`src/rtl/oneshot_pkg.sv`:
```
package oneshot_pkg;

    // Behaviour chosen for an edge that arrives while a pulse is running
    typedef enum logic {
        MODE_SINGLE  = 1'b0,
        MODE_RESTART = 1'b1
    } oneshot_mode_e;

endpackage

```
`src/rtl/oneshot_edge.sv`:
```
module oneshot_edge (
    input  logic clk,
    input  logic rst,
    input  logic level_in,
    output logic rise_out
);

    logic prev_d, prev_q;

    always_comb begin
        prev_d   = level_in;
        rise_out = level_in & ~prev_q;
    end

    always_ff @(posedge clk) begin
        if (rst) prev_q <= 1'b0;
        else     prev_q <= prev_d;
    end

endmodule

```
`src/rtl/oneshot_timer.sv`:
```
module oneshot_timer
    import oneshot_pkg::*;
#(
    parameter int WIDTH_BITS = 8
) (
    input  logic                  clk,
    input  logic                  rst,
    input  logic                  fire_in,
    input  logic [WIDTH_BITS-1:0] width_in,
    input  oneshot_mode_e         mode_in,
    output logic                  active_out
);

    localparam logic [WIDTH_BITS-1:0] ZERO = '0;
    localparam logic [WIDTH_BITS-1:0] ONE  = {{(WIDTH_BITS-1){1'b0}}, 1'b1};

    typedef struct packed {
        logic [WIDTH_BITS-1:0] remain;
        logic                  active;
    } timer_st_t;

    timer_st_t st_d, st_q;
    logic      may_load;
    logic      load;

    always_comb begin
        st_d = st_q;
        // single-shot accepts only when idle or in the final high cycle
        may_load = (st_q.remain <= ONE) || (mode_in == MODE_RESTART);
        load     = fire_in && (width_in != ZERO) && may_load;
        if (load)                    st_d.remain = width_in;
        else if (st_q.remain != ZERO) st_d.remain = st_q.remain - ONE;
        st_d.active = (st_d.remain != ZERO);
        active_out  = st_q.active;
    end

    always_ff @(posedge clk) begin
        if (rst) st_q <= '0;
        else     st_q <= st_d;
    end

endmodule

```
`src/rtl/oneshot_pulse.sv`:
```
module oneshot_pulse
    import oneshot_pkg::*;
#(
    parameter int WIDTH_BITS = 8
) (
    input  logic                  clk,
    input  logic                  rst,
    input  logic                  trig_in,
    input  logic [WIDTH_BITS-1:0] width_in,
    input  logic                  retrig_en,
    output logic                  pulse_out
);

    logic          rise;
    oneshot_mode_e mode;

    assign mode = retrig_en ? MODE_RESTART : MODE_SINGLE;

    oneshot_edge u_edge (
        .clk      (clk),
        .rst      (rst),
        .level_in (trig_in),
        .rise_out (rise)
    );

    oneshot_timer #(.WIDTH_BITS(WIDTH_BITS)) u_timer (
        .clk        (clk),
        .rst        (rst),
        .fire_in    (rise),
        .width_in   (width_in),
        .mode_in    (mode),
        .active_out (pulse_out)
    );

endmodule

```
`config.mk`:
```
export PLATFORM = sky130hd
export DESIGN_NAME = oneshot_pulse
export DESIGN_NICKNAME = d
export VERILOG_FILES = /design/src/rtl/oneshot_pkg.sv /design/src/rtl/oneshot_edge.sv /design/src/rtl/oneshot_timer.sv /design/src/rtl/oneshot_pulse.sv
export SDC_FILE = /design/constraint.sdc
export NUM_CORES = 1
export LEC_CHECK = 0
export ABC_AREA = 1
export BUFFER_PORTS_ARGS = -buffer_cell sky130_fd_sc_hd__buf_2
export CELL_PAD_IN_SITES_DETAIL_PLACEMENT = 1
export CELL_PAD_IN_SITES_GLOBAL_PLACEMENT = 2
export CORE_ASPECT_RATIO = 0.75
export CORE_MARGIN = 3
export CORE_UTILIZATION = 29
export DETAILED_ROUTE_END_ITERATION = 12
export PLACE_DENSITY_LB_ADDON = 0.1
export SYNTH_ARGS = -nofsm -noshare
export SYNTH_HDL_FRONTEND = slang
export SYNTH_SLANG_ARGS = --single-unit
```
`constraint.sdc`:
```
create_clock -name clk -period 2.3 [get_ports clk]
set_input_delay 0.345 -clock clk [delete_from_list [all_inputs] [get_ports clk]]
set_output_delay 0.345 -clock clk [all_outputs]
set_load 0.01 [all_outputs]
```
; Word level (Yosys, flattened, before mapping)
; Cells that the tools add are included.
[totals]
romBits = 0
word_cells = 16
in_bits = 12
latch_bits = 0
ram_bits = 0
regBits = 10
n_memories = 0
output_inout_bits = 1
[classes]
addsub = 1
n_mul = 0
div = 0
eq_ne = 0
magnitude_cmp = 1
n_reduce_logical = 6
bitwise = 2
n_shift = 0
mux = 3
[ops]
columns = operator, n
row1 = $reduce_bool 8->1, 3
row2 = $mux 8, 2
row3 = $le 8x1->1 const B, 1
row4 = $sub 8x1->8 const B, 1
row5 = $logic_and 1x1->1, 2
row6 = $and 1x1->1, 1
row7 = $logic_or 1x1->1, 1
row8 = $mux 1, 1
row9 = $not 1->1, 1

; Logic depth before layout (Yosys ltp)
; Gate-level depths: netlist of run 1.
[depth]
ltp_word = 6
ltp_mapped = 13
mapped_depth_nobuf = 13

; Hierarchy
; Synthesis of run 1 repeated with hierarchy kept, for this count alone.
[hier_totals]
cells_unflattened = 125
area_unflattened_um2 = 762.0
[by_module_without_submodules]
columns = mod, cells_each, seq_area_each_um2, instances, area_each_um2
row1 = oneshot_timer, 121, 180.2, 1, 730.7
row2 = oneshot_edge, 4, 20.0, 1, 31.3

; Least setup slack after synthesis of run 1
; Ideal clock, no wire load.
[synth_path]
kind = register to register
startpoint = register u_timer.st_q[1] (netlist bit)
endpoint = register u_timer.st_q, in the netlist u_timer.active_out
period_less_slack_ps = 1663
arrival_ps = 1535
path_slack_ps = 637
required_ps = 2172
stages_incl_launch_ff = 14
setup_ps = 128
n_path_buf = 0
path_cell_list = dfxtp_1 > inv_1 > ha_1 > nor2_1 > nor2_2 > nand2_4 > nand2_8 > nand2_8 > nand2_1 > nand2_1 > nor2_1 > nand2_1 > nor2_1 > nor2_1
[synth_via]
elab_chain_len = 5
word_cells_on_any_way = 8
cone_classes = add/sub: 1 / order compare: 1 / mux: 2 / reduce/logical: 4
[synth_lines]
columns = item, line
row1 = start: declaration, oneshot_timer.sv:22  ; timer_st_t st_d, st_q;
row2 = start signal: assignment, oneshot_timer.sv:39  ; else st_q <= st_d;
row3 = $le 8x1->1, oneshot_timer.sv:29  ; may_load = (st_q.remain <= ONE) || (mode_in == MODE_RESTART);
row4 = $logic_or 1x1->1, oneshot_timer.sv:29
row5 = $logic_and 1x1->1, oneshot_timer.sv:30  ; load = fire_in && (width_in != ZERO) && may_load;
row6 = $mux 8 *, oneshot_timer.sv:31  ; if (load) st_d.remain = width_in;
row7 = $reduce_bool 8->1 *, oneshot_timer.sv:33  ; st_d.active = (st_d.remain != ZERO);
; Mark *: on every way between the ends. The rest lies on a longest branch, timed or not.
; A chain may end at the register's enable or synchronous reset.

; Worst setup path in the final report of run 1
; Same ends and word-level chain as after synthesis.

==> flow_summary.toml, run 1 <==
[hold_path]
worstHoldEndpoint = "u_edge.prev_q"
holdCritStartpoint = "trig_in"
min_path_cells = 3
hold_class = "primary input to flop"

[final_layout]
multi_input_area_um2 = 554
final_cells = 168
fillCellCount = 334
area_delta_synth_final_pct = 17.5
drive_above_1_share_pct = 23.9
antenna_cells = 0
regArea_um2 = 200
nNetsFinal = 151

[clock_tree]
cts_buffers = 3
cts_sinks = 10
clkTransAtPathRegs_ns = 0.04
cts-root-buf = "clkbuf_8"
cts-htree-levels = 1
clk-insertion-delay-late_ns = 0.23
cts_setup_buffers = 0
cts_tree = "yes"
cts.repair.resized = 0
cts_buffer_depth = 2
ctsHoldBuffers = 0

[worst_setup_path]
reg2reg_to = "u_timer.active_out"
worstPathCellList = "inv_1 > ha_1 > nor2_1 > nor2_2 > nand2_4 > nand2_8 > nand2_8 > nand2_1 > nand2_1 > nor2_1 > nand2_1 > nor2_1 > nor2_1"
criticalPathCategory = "flop to flop"
worstReg2RegStart = "u_timer.st_q[1]"
cp_common_cell = "nor2_1"
r2r_slack_ns = 0.40
crit_slowest_cell = "dfxtp_1"
cp_max_fo = 9
required_ns = 2.42
crit_family = "simple AND/OR/NAND/NOR gates"
slowest_delay_ns = 0.34
rr_worst_depth = 13
crit_buf_inv = 1
critPathCaptureType = "flop"
arrival_ns = 2.02
cp-start-kind = "flop"

[placed_design]
dp.cells = 165
port_buffers = 12
gp_congestion = 0.812
post-dp-hpwl_um = 1750
post-place-ws_ns = 0.394

[logic_synthesis]
synth_seq_area_share_pct = 25.0
ys_warn_count = 0
netlist_area_um2 = 802
synth-seq-cells = 10
syn_nets = 135
ys_types = 21
syn_inst = 120
avgSynthCellArea_um2 = 6.68

[power]
total_power_mw = 1.64
pwr_density_cell_nw_per_um2 = 1740
ir_worst_vdd_v = 0.000479
p_leak_nw = 0.452

[sta]
fin_setup_tns_ns = 0
setup_violations = 0
rsz0062_at_grt = "no"
hold_viol_final = 0
fin_skew_ns = 0.00184
fin_crit_sh_pct = 82.7
whs_ns = 0.333
worst_slack_ns = 0.399
worst_slew_pin_slew_ns = 0.337
fmax_mhz = 526
fin_crit_ns = 1.90
slew-limit-headroom_pct = 77.4
maxSlewViolCount = 0

[drt]
dr.pass1.iters = 4
drt-total-wl_um = 1990
vias = 769
vias_per_cell = 4.58
wl_per_cell_um = 11.8
drc = 0
ant_nets = 0
drt_first_iter_violations = 17

[floorplanning]
initial_core_util_pct = 32.6
dieArea_um2 = 3440
die_x_um = 66.7
core_area_um2 = 2460
io_pins = 13
rows = 15
fp.dieH_um = 51.5

[grt]
track_usage_pct = 13.8
gr-total-overflow = 0
grt_pass1_wl_um = 3510
grt_max_degree = 11
grt_pass1_vias = 769
antenna_found_initial = 0

[run]
maxCapViolCount = 0

[status]
status = "finished, final reports clean"
area by class of cell:
cell class | instances | area share [%]
timing repair buffer | 12 | 6.37
inverter | 11 | 4.65
clock buffer | 3 | 4.38
multi-input combinational | 98 | 58.8
sequential | 10 | 21.2
tap | 34 | 4.52
cell families (layout without fill, tap and decap cells):
group | count (synthesis) | in the layout | synth area share, %
xor gates and xnor gates | 1 | 1 | 1.09
adders and majority gates | 3 | 3 | 4.68
and+or+nand+nor | 81 | 81 | 55.2
buffers and inverters | 12 | 26 | 5.93
AOI/OAI and AO/OA | 13 | 13 | 8.11
DFF | 10 | 10 | 25.0
synthesized netlist by cell type, drive strengths merged:
cell	number	share of area, %
ha	3	4.7
inv	11	5.5
xnor2	1	1.1
o21ai	2	1.2
clkbuf	1	0.47
or2	1	0.78
nor2	26	19
a21oi	11	6.9
nand4	1	0.78
nand2	40	27
nand3	13	8.1
dfxtp	10	25
through the flow:
stage	util, %	cell area, um^2
2_1_floorplan	-	802
3_3_place_gp	36.6	901
3_5_place_dp	36.6	901
4_1_cts	38.3	942
5_1_grt	38.3	942
6_report	38.3	942
layout by cell type, fill, tap and decap left out:
master / count
a21oi_1: 11
buf_2: 12
clkbuf_8: 3
dfxtp_1: 10
ha_1: 3
inv_1: 9
inv_2: 1
inv_4: 1
nand2_1: 31
nand2_2: 4
nand2_4: 3
nand2_8: 2
nand3_1: 13
nand4_1: 1
nor2_1: 20
nor2_2: 2
nor2_4: 2
nor2_8: 2
o21ai_0: 1
o21ai_1: 1
or2_1: 1
xnor2_1: 1
how the worst max path moves through the flow:
stage               slack (ns)                  to             from  cells after the start
detailed placement        0.39  u_timer.active_out  u_timer.st_q[1]                     13
global route              0.19  u_timer.active_out  u_timer.st_q[1]                     13
CTS                       0.39  u_timer.active_out  u_timer.st_q[1]                     13
finish                    0.40  u_timer.active_out  u_timer.st_q[1]                     13
floorplan                 0.64  u_timer.active_out  u_timer.st_q[1]                     13
global placement          0.47  u_timer.active_out  u_timer.st_q[1]                     13
power by group:
| group | switching, mW | internal, mW | leakage (nW) |
|---|---|---|---|
| registers | 0.0875 | 0.245 | 0.0830 |
| clock network | 0.0611 | 0.114 | 0.0216 |
| logic | 0.720 | 0.408 | 0.347 |
worst reg2reg max path, stage by stage (launching register included):
cell and delay, ns:
dfxtp_1 0.34, inv_1 0.17, ha_1 0.31, nor2_1 0.09, nor2_2 0.15, nand2_4 0.08
nand2_8 0.10, nand2_8 0.08, nand2_1 0.10, nand2_1 0.06, nor2_1 0.11, nand2_1 0.07
nor2_1 0.10, nor2_1 0.04
metal layers:
layer,part of all wire (%),GRT usage (%)
met4,0,2.03
met5,0,0
met1,51,19.7
met3,6.1,5.18
met2,43,20.1
sequential cells by signal, indices dropped and copies added, names as in the netlist:
signal	count
u_timer.st_q	8
u_edge.prev_q	1
u_timer.active_out	1
Note: power is estimated with default switching activity, not from simulation.
==> run 2: changes to the inputs <==
==> constraint.sdc (replaced) <==
create_clock -name clk -period 1.9 [get_ports clk]
set_input_delay 0.285 -clock clk [delete_from_list [all_inputs] [get_ports clk]]
set_output_delay 0.285 -clock clk [all_outputs]
set_load 0.01 [all_outputs]
==> run 2 against run 1 <==
Net effect:
- sequential share of layout area fell by 0.17 points
- first-iteration DRC count fell by 41%
- non-clock buffer count rose by 1
- total power rose by 23%
- final cell count rose by 0.60%
- die area did not move
- register-to-register slack got worse by 0.22 ns
- clock skew rose by 0.00091 ns
- maximum frequency rose by 11%
- critical path type unchanged
- critical path depth did not move
- largest power group unchanged
==> flow_summary.toml, run 2 (same netlist as run 1, synthesis figures left out) <==
[placed_design]
place_area_um2 = 908
dp.cells = 166
gp_congestion = 0.800
port_buffers = 12
post-dp-hpwl_um = 1740
post-place-ws_ns = 0.126

[sta]
rsz0062_at_grt = "no"
hold_viol_final = 0
worst_slack_ns = 0.183
setup_violations = 0
slew-limit-headroom_pct = 77.5
whs_ns = 0.267
fin_setup_tns_ns = 0
fin_crit_sh_pct = 90.4
maxSlewViolCount = 0
fin_skew_ns = 0.00276
worst_slew_pin_slew_ns = 0.336
fin_crit_ns = 1.72
fmax_mhz = 582

[final_layout]
regMostFlops = "u_timer.st_q"
final_area_um2 = 950
final_cells = 169
nNetsFinal = 152
drive_above_1_share_pct = 25.2
final_util_pct = 38.6
final_common_cell = "nand2_1"
layout_common_cells = "nand2_1 (31), nor2_1 (20), nand3_1 (13)"
largest_reg_flops = 8
antenna_cells = 0
area_delta_synth_final_pct = 18.4

[drt]
drt-total-wl_um = 2010
vias = 776
dr.pass1.iters = 3
ant_nets = 0
wl_per_cell_um = 11.9
drt_first_iter_violations = 10
vias_per_cell = 4.59
drc = 0

[clock_tree]
cts-htree-levels = 1
cts_sinks = 10
ctsHoldBuffers = 0
cts_buffer_depth = 2
cts.repair.resized = 0
cts-root-buf = "clkbuf_8"
clk-insertion-delay-late_ns = 0.23
clkTransAtPathRegs_ns = 0.05
cts_buffers = 3
cts_setup_buffers = 0
cts_tree = "yes"

[hold_path]
min_path_cells = 3
hold_class = "primary input to flop"

[worst_setup_path]
r2r_slack_ns = 0.18
critPathCaptureType = "flop"
arrival_ns = 1.84
cp_max_fo = 9
cp-start-kind = "flop"
required_ns = 2.02
rr_worst_depth = 13
criticalPathCategory = "flop to flop"

[power]
ir_worst_vdd_v = 0.000656
power.share.switching_pct = 53.1
internal-power_mw = 0.942
switchingPower_mw = 1.07
power_frac_seq_pct = 20.1
combPwrFrac_pct = 69.3
clkPwrFrac_pct = 10.7
total_power_mw = 2.01
p_leak_nw = 0.456
pwr_density_cell_nw_per_um2 = 2120

[floorplanning]
dieArea_um2 = 3440
initial_core_util_pct = 32.6
core_area_um2 = 2460
die_x_um = 66.7
rows = 15
io_pins = 13
fp.dieH_um = 51.5

[grt]
antenna_found_initial = 0
gr-total-overflow = 0
grt_pass1_wl_um = 3460
grt_pass1_vias = 778
track_usage_pct = 13.5
grt_max_degree = 11

[status]
status = "finished, final reports clean"

[run]
maxCapViolCount = 0
==> run 2: cell count changes in the layout (fill, tap and decap cells not counted) <==
cell   change
buf_4      +1
inv_1      -1
inv_2      +1
==> run 2: layout make-up <==
type | count | area (um^2)
Multi-Input combinational cell | 98 | 554
Fill cell | 340 | 1510
Tap cell | 34 | 42.5
Inverter | 11 | 43.8
Sequential cell | 10 | 200
Clock buffer | 3 | 41.3
Timing Repair Buffer | 13 | 67.6
==> run 2: power groups by stage <==
| stage | registers, mW | clock network, mW | logic [mW] |
|---|---|---|---|
| global route | 0.419 | 0.235 | 1.59 |
| detailed placement | 0.407 | 0 | 1.40 |
| finish | 0.403 | 0.215 | 1.39 |
| floorplan | 0.378 | 0 | 1.12 |
| CTS | 0.403 | 0.224 | 1.41 |
| global placement | 0.403 | 0 | 1.42 |
==> run 2: path summary, 6_finish.rpt <==
kind	startpoint	endpoint
max	u_timer.st_q[1]	u_timer.active_out
min reg2reg	u_timer.st_q[1]	u_timer.st_q[1]
max reg2reg	u_timer.st_q[1]	u_timer.active_out
min	trig_in	u_edge.prev_q
==> run 2: critical path, cell delays in order, from the launching register on <==
cell,delay [ns]
dfxtp_1,0.33
inv_2,0.11
ha_1,0.18
nor2_1,0.06
nor2_2,0.15
nand2_4,0.08
nand2_8,0.10
nand2_8,0.08
nand2_1,0.10
nand2_1,0.06
nor2_1,0.13
nand2_1,0.08
nor2_1,0.10
nor2_1,0.04
==> run 2: routing by layer <==
layer  vias up  wire [um]  global-route usage [%]
met3         0         86                    5.40
met5         -          0                       0
met4         0          0                    1.01
met2        10        869                    20.2
met1       352       1050                    19.0
li1        414          -                       -
